<file path="config.mk">
export PLATFORM = sky130hd
export DESIGN_NAME = bar_region_decoder
export DESIGN_NICKNAME = d
export VERILOG_FILES = /design/src/rtl/bar_dec_pkg.sv /design/src/rtl/bar_region_eval.sv /design/src/rtl/bar_hit_select.sv /design/src/rtl/bar_region_decoder.sv
export SDC_FILE = /design/constraint.sdc
export NUM_CORES = 1
export LEC_CHECK = 0
export ABC_AREA = 0
export BUFFER_PORTS_ARGS = -buffer_cell sky130_fd_sc_hd__buf_4
export CAP_MARGIN = 10
export CORE_AREA = 2 2 140 142
export DETAILED_ROUTE_END_ITERATION = 8
export DIE_AREA = 0 0 142 144
export GPL_TIMING_DRIVEN = 0
export PLACE_DENSITY = 0.75
export SYNTH_ARGS = -nofsm -noshare
export SYNTH_HDL_FRONTEND = slang
export SYNTH_SLANG_ARGS = --single-unit
</file>
<file path="constraint.sdc">
create_clock -name clk -period 6.15 [get_ports clk]
set_input_delay 1.23 -clock clk [delete_from_list [all_inputs] [get_ports clk]]
set_output_delay 1.23 -clock clk [all_outputs]
set_load 0.01 [all_outputs]
</file>
<file path="src/rtl/bar_dec_pkg.sv">
package bar_dec_pkg;
   localparam int ADDR_W = 64;
   localparam int DW_W   = 32;

   typedef enum logic [1:0] {
      RK_NONE  = 2'd0,
      RK_IO    = 2'd1,
      RK_MEM32 = 2'd2,
      RK_MEM64 = 2'd3
   } rgn_kind_e;

   typedef logic [ADDR_W-1:0] addr_t;

   function automatic addr_t size_of(input int szlog);
      return addr_t'(1) << szlog;
   endfunction

   function automatic addr_t low_mask(input int szlog);
      return size_of(szlog) - addr_t'(1);
   endfunction
endpackage

</file>
<file path="src/rtl/bar_region_eval.sv">
module bar_region_eval
   import bar_dec_pkg::*;
#(
   parameter logic [1:0]        KIND      = RK_NONE,
   parameter int                SZLOG     = 4,
   parameter bit                IS_ROM    = 1'b0,
   parameter logic [ADDR_W-1:0] IO_TOP    = 64'h0000_0000_0001_0000,
   parameter logic [ADDR_W-1:0] MEM32_TOP = 64'h0000_0000_FFFF_FFFF
) (
   input  logic [DW_W-1:0] lo_dw,
   input  logic [DW_W-1:0] hi_dw,
   input  logic            io_en,
   input  logic            mem_en,
   output logic            map_ok,
   output addr_t           base
);
   localparam addr_t LMASK = low_mask(SZLOG);

   if (SZLOG > 63) begin : g_bad_size
      $error("region size exponent out of range");
   end
   if (KIND == RK_IO && SZLOG < 2) begin : g_bad_io
      $error("I/O region must span at least 4 bytes");
   end
   if ((KIND == RK_MEM32 || KIND == RK_MEM64) && SZLOG < 4) begin : g_bad_mem
      $error("memory region must span at least 16 bytes");
   end
   if (IS_ROM && KIND != RK_MEM32) begin : g_bad_rom
      $error("ROM region must be a 32-bit memory region");
   end

   addr_t raw;
   addr_t last;
   logic  space_en;
   logic  rom_gate;
   logic  bad_common;
   logic  bad_limit;

   if (KIND == RK_MEM64) begin : g_wide
      assign raw = {hi_dw, lo_dw};
   end else begin : g_narrow
      logic unused_hi;
      assign raw       = {{(ADDR_W-DW_W){1'b0}}, lo_dw};
      assign unused_hi = ^hi_dw;
   end

   if (IS_ROM) begin : g_rom
      assign rom_gate = lo_dw[0];
   end else begin : g_plain
      assign rom_gate = 1'b1;
   end

   if (KIND == RK_IO) begin : g_lim_io
      assign bad_limit = (last >= IO_TOP);
   end else if (KIND == RK_MEM32) begin : g_lim_m32
      assign bad_limit = (last >= MEM32_TOP);
   end else begin : g_lim_none
      assign bad_limit = 1'b0;
   end

   assign space_en   = (KIND == RK_IO) ? io_en : mem_en;
   assign base       = raw & ~LMASK;
   assign last       = base + LMASK;
   assign bad_common = (base == '0) || (last <= base);
   assign map_ok     = (KIND != RK_NONE) && space_en && rom_gate &&
                       !bad_common && !bad_limit;
endmodule

</file>
<file path="src/rtl/bar_hit_select.sv">
module bar_hit_select
   import bar_dec_pkg::*;
#(
   parameter int NUM   = 7,
   parameter int IDX_W = 3
) (
   input  logic [NUM-1:0]         match,
   input  logic [NUM-1:0][ADDR_W-1:0] offs,
   output logic                   hit,
   output logic [IDX_W-1:0]       idx,
   output addr_t                  off,
   output logic                   multi
);
   if ((1 << IDX_W) < NUM) begin : g_bad_idx
      $error("index width too small for region count");
   end

   always_comb begin
      idx = '0;
      off = '0;
      for (int r = NUM - 1; r >= 0; r--) begin
         if (match[r]) begin
            idx = IDX_W'(r);
            off = offs[r];
         end
      end
   end

   assign hit   = |match;
   assign multi = ($countones(match) > 1);
endmodule

</file>
<file path="src/rtl/bar_region_decoder.sv">
module bar_region_decoder
   import bar_dec_pkg::*;
#(
   parameter int                   NUM_BARS  = 6,
   parameter logic [2*NUM_BARS-1:0] BAR_KIND = {2'd0, 2'd2, 2'd0, 2'd3, 2'd2, 2'd1},
   parameter logic [6*NUM_BARS-1:0] BAR_SZLOG = {6'd0, 6'd8, 6'd0, 6'd16, 6'd12, 6'd4},
   parameter int                   ROM_SZLOG = 11,
   parameter logic [63:0]          IO_TOP    = 64'h0000_0000_0001_0000,
   parameter int                   NUM_RGN   = NUM_BARS + 1,
   parameter int                   IDX_W     = $clog2(NUM_RGN)
) (
   input  logic                     clk,
   input  logic                     rst_n,
   input  logic                     cmd_io_en,
   input  logic                     cmd_mem_en,
   input  logic                     remap,
   input  logic [NUM_BARS*32-1:0]   bar_words,
   input  logic [31:0]              rom_word,
   input  logic                     acc_io,
   input  logic [63:0]              acc_addr,
   output logic                     hit,
   output logic [IDX_W-1:0]         hit_rgn,
   output logic [63:0]              hit_off,
   output logic                     hit_multi
);
   localparam int ROM_IDX = NUM_BARS;

   if (NUM_BARS < 1 || NUM_BARS > 6) begin : g_bad_nbars
      $error("register slot count must be 1 to 6");
   end
   if (NUM_RGN != NUM_BARS + 1) begin : g_bad_nrgn
      $error("region count must be slot count plus one");
   end

   logic [NUM_RGN-1:0]             nx_map;
   logic [NUM_RGN-1:0][ADDR_W-1:0] nx_base;
   logic [NUM_RGN-1:0]             map_q;
   logic [NUM_RGN-1:0][ADDR_W-1:0] base_q;
   logic [NUM_RGN-1:0]             match;
   logic [NUM_RGN-1:0][ADDR_W-1:0] offs;

   // ---------------- per-slot evaluation ----------------
   for (genvar i = 0; i < NUM_BARS; i++) begin : g_bar
      localparam logic [1:0] KND = BAR_KIND[2*i +: 2];
      localparam int         SZL = int'(BAR_SZLOG[6*i +: 6]);
      logic [DW_W-1:0] hi_w;

      if (KND == RK_MEM64) begin : g_hi
         if (i + 1 >= NUM_BARS) begin : g_bad_last
            $error("64-bit region cannot use the last slot");
         end else begin : g_take
            assign hi_w = bar_words[32*(i+1) +: 32];
            if (BAR_KIND[2*(i+1) +: 2] != RK_NONE) begin : g_bad_pair
               $error("slot after a 64-bit region must be unused");
            end
         end
      end else begin : g_nohi
         assign hi_w = '0;
      end

      bar_region_eval #(
         .KIND   (KND),
         .SZLOG  (SZL),
         .IS_ROM (1'b0),
         .IO_TOP (IO_TOP)
      ) u_eval (
         .lo_dw  (bar_words[32*i +: 32]),
         .hi_dw  (hi_w),
         .io_en  (cmd_io_en),
         .mem_en (cmd_mem_en),
         .map_ok (nx_map[i]),
         .base   (nx_base[i])
      );
   end

   // ---------------- expansion ROM ----------------
   if (ROM_SZLOG > 0) begin : g_rom
      bar_region_eval #(
         .KIND   (RK_MEM32),
         .SZLOG  (ROM_SZLOG),
         .IS_ROM (1'b1),
         .IO_TOP (IO_TOP)
      ) u_eval (
         .lo_dw  (rom_word),
         .hi_dw  ('0),
         .io_en  (cmd_io_en),
         .mem_en (cmd_mem_en),
         .map_ok (nx_map[ROM_IDX]),
         .base   (nx_base[ROM_IDX])
      );

      // ROM enable bit clear forbids mapping
      p_rom_gate_r6 : assert property (@(posedge clk) disable iff (!rst_n)
         (remap && !rom_word[0]) |=> !map_q[ROM_IDX]);
   end else begin : g_norom
      logic unused_rom;
      assign unused_rom       = ^rom_word;
      assign nx_map[ROM_IDX]  = 1'b0;
      assign nx_base[ROM_IDX] = '0;
   end

   // ---------------- decoded state ----------------
   always_ff @(posedge clk or negedge rst_n) begin
      if (!rst_n) begin
         map_q  <= '0;
         base_q <= '0;
      end else if (remap) begin
         map_q  <= nx_map;
         base_q <= nx_base;
      end
   end

   // ---------------- lookup ----------------
   for (genvar r = 0; r < NUM_RGN; r++) begin : g_look
      localparam logic [1:0] KND = (r == ROM_IDX) ?
         ((ROM_SZLOG > 0) ? 2'(RK_MEM32) : 2'(RK_NONE)) : BAR_KIND[2*r +: 2];
      localparam int SZL = (r == ROM_IDX) ? ROM_SZLOG : int'(BAR_SZLOG[6*r +: 6]);
      localparam addr_t LM = low_mask(SZL);
      localparam bit IS_IO = (KND == RK_IO);

      assign match[r] = map_q[r] && (acc_io == IS_IO) &&
                        ((acc_addr & ~LM) == base_q[r]);
      assign offs[r]  = acc_addr & LM;

      if (r < NUM_BARS) begin : g_gate_chk
         if (KND == RK_IO) begin : g_io
            p_io_gate_r2 : assert property (@(posedge clk) disable iff (!rst_n)
               (remap && !cmd_io_en) |=> !map_q[r]);
         end else if (KND == RK_NONE) begin : g_none
            p_unused_r8 : assert property (@(posedge clk) disable iff (!rst_n)
               remap |=> !map_q[r]);
         end else begin : g_mem
            p_mem_gate_r2 : assert property (@(posedge clk) disable iff (!rst_n)
               (remap && !cmd_mem_en) |=> !map_q[r]);
         end
      end
   end

   bar_hit_select #(
      .NUM   (NUM_RGN),
      .IDX_W (IDX_W)
   ) u_sel (
      .match (match),
      .offs  (offs),
      .hit   (hit),
      .idx   (hit_rgn),
      .off   (hit_off),
      .multi (hit_multi)
   );

   // ---------------- assertions ----------------
   p_hold_r10 : assert property (@(posedge clk) disable iff (!rst_n)
      !remap |=> ($stable(map_q) && $stable(base_q)));

   p_hit_mapped_r8 : assert property (@(posedge clk) disable iff (!rst_n)
      hit |-> map_q[hit_rgn]);

   p_offset_r3 : assert property (@(posedge clk) disable iff (!rst_n)
      hit |-> ((base_q[hit_rgn] + hit_off) == acc_addr));

   p_multi_r11 : assert property (@(posedge clk) disable iff (!rst_n)
      hit_multi |-> hit);
endmodule

</file>
# == After elaboration in Yosys (flattened, before gate mapping) ==
# Cells that the tools add are included.
# Widths: inputs -> output; s select.
# classes
n_addsub,9
n_lt_le_gt_ge,10
eq_ne,5
n_mux,10
bitwise_logic,1
reduce_logical,40
# op_table
op,n
$logic_not 64->1,5
$le 64x32->1,4
$ge 33x32->1 const B,3
$add 64x16->64 const B,1
$le 64x64->1,1
$eq 60x28->1,1
$eq 56x24->1,1
$eq 53x21->1,1
$eq 52x20->1,1
$eq 48x48->1,1
$mux 16,3
$add 32x11->33 const B,1
$add 32x12->33 const B,1
$add 32x4->33 const B,1
$add 32x8->33 const B,1
$ge 33x17->1 const B,1
$add 32x1->32,1
$add 32x32->32,1
$gt 32x2->1 const B,1
$mux 11,2
$logic_and 1x1->1,20
$mux 3,5
$logic_not 1->1,9
$logic_or 1x1->1,5
3 further kinds,4
# word_totals
regBits,146
input_bits,294
out_inout_bits,69

# == Depth between registers and ports, before layout ==
# depth
depth_word,8
mapped_depth,11
mapped_depth_nobuf,10

# == Modules after synthesis ==
# A second synthesis with hierarchy kept.
# hier_totals
cells_unflattened,2835
hier_area_um2,28944.0
# modules_own_cells
module,instances,cells_each,area_each_um2
bar_region_decoder,1,1730,21534.4
bar_hit_select,1,574,3514.6
bar_region_eval at g_bar[3].u_eval ...,2,66,491.7
bar_region_eval at g_bar[2].u_eval,1,81,593.1
bar_region_eval at g_bar[4].u_eval,1,81,589.3
bar_region_eval at g_rom.u_eval,1,81,581.8
bar_region_eval at g_bar[0].u_eval,1,77,574.3
bar_region_eval at g_bar[1].u_eval,1,79,573.0

# == Worst setup path after synthesis ==
# Ideal clock, no wire load.
# synth_path
path_kind,input to output
start,input acc_addr[13]
end,output hit_multi
t_arrival_ns,3.484
t_required_ns,4.920
path_slack_ns,1.436
path_stages,10
path_buffers,1
path_cell_list,clkbuf_1 -> xnor2_1 -> nand4_1 -> nor4_1 -> nand3_1 -> ha_1 -> ha_1 -> a21oi_1 -> fa_1 -> nand2_1
# synth_via
elab_chain_cells,6
# synth_rtl
element,line_no,source
from (decl),bar_region_decoder.sv:20,"input logic [63:0] acc_addr,"
$eq 60x28->1 / $eq 52x20->1 (equally long branches),bar_region_decoder.sv:122,((acc_addr & ~LM) == base_q[r]);
$logic_and 1x1->1,bar_region_decoder.sv:121,assign match[r] = map_q[r] && (acc_io == IS_IO) &&
$add 1x1->2 (implied by the code),bar_hit_select.sv:30,assign multi = ($countones(match) > 1);
$add 32x1->32 (implied by the code),bar_hit_select.sv:30,
$add 32x32->32 (implied by the code) *,bar_hit_select.sv:30,
$gt 32x2->1 *,bar_hit_select.sv:30,
to (decl),bar_region_decoder.sv:24,output logic hit_multi
# Mark *: on every way between the ends. The rest lies on a longest branch, timed or not.

# == Worst setup path after layout ==
# layout_path
start,input acc_addr[35]
end,output hit_multi
# The elaborated chain is that of the path after synthesis.

==> flow_summary_export.csv <==
group,metric,value,unit
critical_path,cp_max_fo,10,
sta,slew_headroom,43.3,%
sta,period_needed,5770,ps
power_and_ir_drop,p_int,1.99,mW
clock_tree,cts_resized,0,
yosys,synth-seq-cells,146,
floorplan,core,0.0191,mm2
yosys,synth_area_leaders,"dfrtp_1, mux2_2, xnor2_1",
floorplan,io_pins,363,
yosys,synth_top_area_share,44.0,%
sta,rsz0062_at_grt,"no",
critical_path,cp.buffers_inverters,2,
critical_path,rr_startpoint,"base_q[82]$_DFFE_PN0P_",
floorplan,dieArea,0.0204,mm2
clock_tree,clkSinkCount,146,
critical_path,cp-endpoint,"hit_multi",
critical_path,path_delay_family,"simple AND/OR/NAND/NOR gates",
yosys,synthFlopType,"dfrtp_1",
clock_tree,cts_max_path_buffers,2,
critical_path,r2r_cells,1,
yosys,synth.cell_area,0.00831,mm2
drt,drt_pass1_iterations,5,
critical_path,critical_path_class,"in -> out",
yosys,synthDistinctLibCells,45,
drt,viasPerCell,5.21,
power_and_ir_drop,p_leak,4.79,nW
floorplan,die_h,144,um
critical_path,r2r_slack,5360,ps
sta,tns,0,ps
floorplan,rows,51,
clock_tree,cts-root-buf,"clkbuf_16",
critical_path,critPathSlowestCell,"nor2_1",
drt,route.detailed.drc,0,
critical_path,worstPathCellList,"buf_4 -> nor4_1 -> nand4_1 -> nor2_1 -> nand3_1 -> ha_1 -> ha_1 -> a21oi_1 -> fa_1 -> nand2_1 -> buf_4",
sta,clock.fmax,173,MHz
critical_path,crit_path_max_incr_delay,540,ps
critical_path,cp.arrival,4540,ps
grt,grt_usage,25.8,%
power_and_ir_drop,seqPwrFrac,41.8,%
clock_tree,clock_latency,420,ps
clock_tree,cts_tree,"done",
clock_tree,numCtsBuffers,17,
clock_tree,post-cts-setup-buffers,0,
sta,maxSlewViolCount,0,
clock_tree,cts.reportedPaths.clkPinSlew,60,ps
placement,placed_cells,1210,
yosys,yosysTopAreaCell,"dfrtp_1",
critical_path,cp.depth,11,
worst_hold_path,hold_class,"reg -> reg",
grt,grt_pass1_vias,6687,
power_and_ir_drop,p_sw,0.697,mW
power_and_ir_drop,switching_share,25.9,%
power_and_ir_drop,p_total,2.69,mW
floorplan,initial_core_util,43.5,%
cells_and_area,final_cell_count_no_fill,1242,
power_and_ir_drop,ir_drop,0.203,mV
critical_path,cp-start-kind,"input pin",
placement,gp_congestion,0.884,
yosys,synth-async-reset-ratio,100,%
sta,clock_skew,0,ps
status,status,"finished, final reports clean",
sta,post-route-period-util,93.8,%
yosys,synthesis.instances,713,
critical_path,reg2reg_to,"base_q[82]$_DFFE_PN0P_",
yosys,ys_seq_area_share,44.0,%
drt,routed_wl,25700,um
placement,hpwl,20200,um
run,maxCapViolCount,0,
drt,post_drt_wl_per_cell,20.7,um
cells_and_area,drive_gt1_share,45.9,%
yosys,syn_area_per_cell,11.7,um2
drt,vias,6474,
grt,grt_max_degree,98,
drt,drt_iter0_markers,375,
sta,finalSetupViolations,0,
critical_path,cp.required,4920,ps
grt,antenna_found_initial,0,
clock_tree,htree_levels,4,
power_and_ir_drop,power_density,245,mW/mm2
grt,grt_pass1_wl,38600,um
sta,tightest_slew,851,ps
floorplan,die_x,142,um
critical_path,cp-end-kind,"output pin",
placement,io_buffers,211,
cells_and_area,fin_nets,1293,
power_and_ir_drop,pwr-share-comb,19.2,%
critical_path,worstSetupStartpoint,"acc_addr[35]",
yosys,synth_edf_count,0,
power_and_ir_drop,clock_power_share,39.1,%
sta,hold_viol_final,0,
yosys,ys_warn_count,0,
grt,overflow,0,
clock_tree,ctsHoldBuffers,0,
drt,drtAntennaViolNets,0,
cells_and_area,area_delta_synth_final,32.4,%
==> flip-flops by register name (all words and copies together), names as in the netlist <==
name / flops
base_q: 141
map_q: 5
==> layout by cell type (no fill, tap or decap), types with 10 or more instances in the layout <==
| cell type | instances |
|---|---|
| buf_2 | 19 |
| dfrtp_1 | 146 |
| nor4_1 | 47 |
| clkbuf_16 | 17 |
| buf_4 | 259 |
| inv_1 | 10 |
| clkbuf_1 | 19 |
| nand3_1 | 11 |
| nand4_1 | 55 |
| conb_1 | 48 |
| xnor2_1 | 133 |
| mux2_2 | 141 |
==> routing by layer <==
layer  wire [um]  track usage [%]  vias to the layer above
met5           0                0                        -
met4         782             10.5                        0
met3        1860             5.79                       48
met2       12600             43.3                      280
met1       10500             32.4                     3136
li1            -                -                     3010
==> power groups by stage <==
stage	Combinational, mW	Clock (mW)	Sequential, mW
after detailed placement	0.513	0	1.14
after global routing	0.558	1.11	1.13
final	0.516	1.05	1.12
after CTS	0.517	1.06	1.12
after global placement	0.504	0	1.13
after floorplan	0.302	0	1.12
==> worst min path at each step <==
stage	start	endpoint	cells after the start
final	map_q[6]$_DFFE_PN0P_	map_q[6]$_DFFE_PN0P_	2
after global placement	map_q[6]$_DFFE_PN0P_	map_q[6]$_DFFE_PN0P_	2
after global routing	base_q[184]$_DFFE_PN0P_	base_q[184]$_DFFE_PN0P_	1
after floorplan	map_q[6]$_DFFE_PN0P_	map_q[6]$_DFFE_PN0P_	2
after CTS	base_q[184]$_DFFE_PN0P_	base_q[184]$_DFFE_PN0P_	1
after detailed placement	base_q[184]$_DFFE_PN0P_	base_q[184]$_DFFE_PN0P_	1
==> cell type report <==
| type | instances | area (um2) |
|---|---|---|
| repair buffers | 212 | 1620 |
| clock buffers | 23 | 498 |
| diodes | 1 | 2.50 |
| inverters | 14 | 66.3 |
| plain buffers | 86 | 531 |
| well taps | 238 | 298 |
| fillers | 1630 | 8080 |
| clock inverters | 8 | 101 |
| multi-input cells | 514 | 4230 |
| flip-flops and latches | 146 | 3650 |
==> cells in the mapped netlist, types with 3 or more instances <==
library cell and instances:
nor3_1 7, and3_1 6, nand3_1 11, or4_1 4, nand4_1 55, buf_4 49
xnor2_1 133, clkbuf_1 18, buf_2 19, nor4_1 47, mux2_2 141, o21ai_0 3
nor2b_1 4, nand2_1 7, nor2_1 3, and2_1 7, dfrtp_1 146, inv_1 10
nand2b_1 3, xor2_1 3, a21boi_1 4, ha_1 7
==> stage by stage <==
step           utilization [%]  setup slack (ps)  hold slack, ps  cell area [um2]
2_1_floorplan                -              1440             473             8480
3_3_place_gp              54.3               440             494            10400
3_5_place_dp              54.5               368             504            10400
4_1_cts                   57.6               361             516            11000
5_1_grt                   57.6               137             536            11000
6_report                  57.6               384             519            11000
==> cell families (layout without fill, tap and decap cells) <==
group	after synthesis	in the layout	synth area share, %
AND/OR/NAND/NOR	164	164	12.5
flip-flops	146	146	44.0
multiplexers	141	141	19.1
XOR/XNOR	136	136	14.3
buffers and inverters	100	343	7.18
AO/OA/AOI/OAI	17	17	1.54
adder cells (fa/ha/maj)	8	8	1.30
other	1	49	0.0451
No activity file was read; power rests on OpenSTA's default activity.
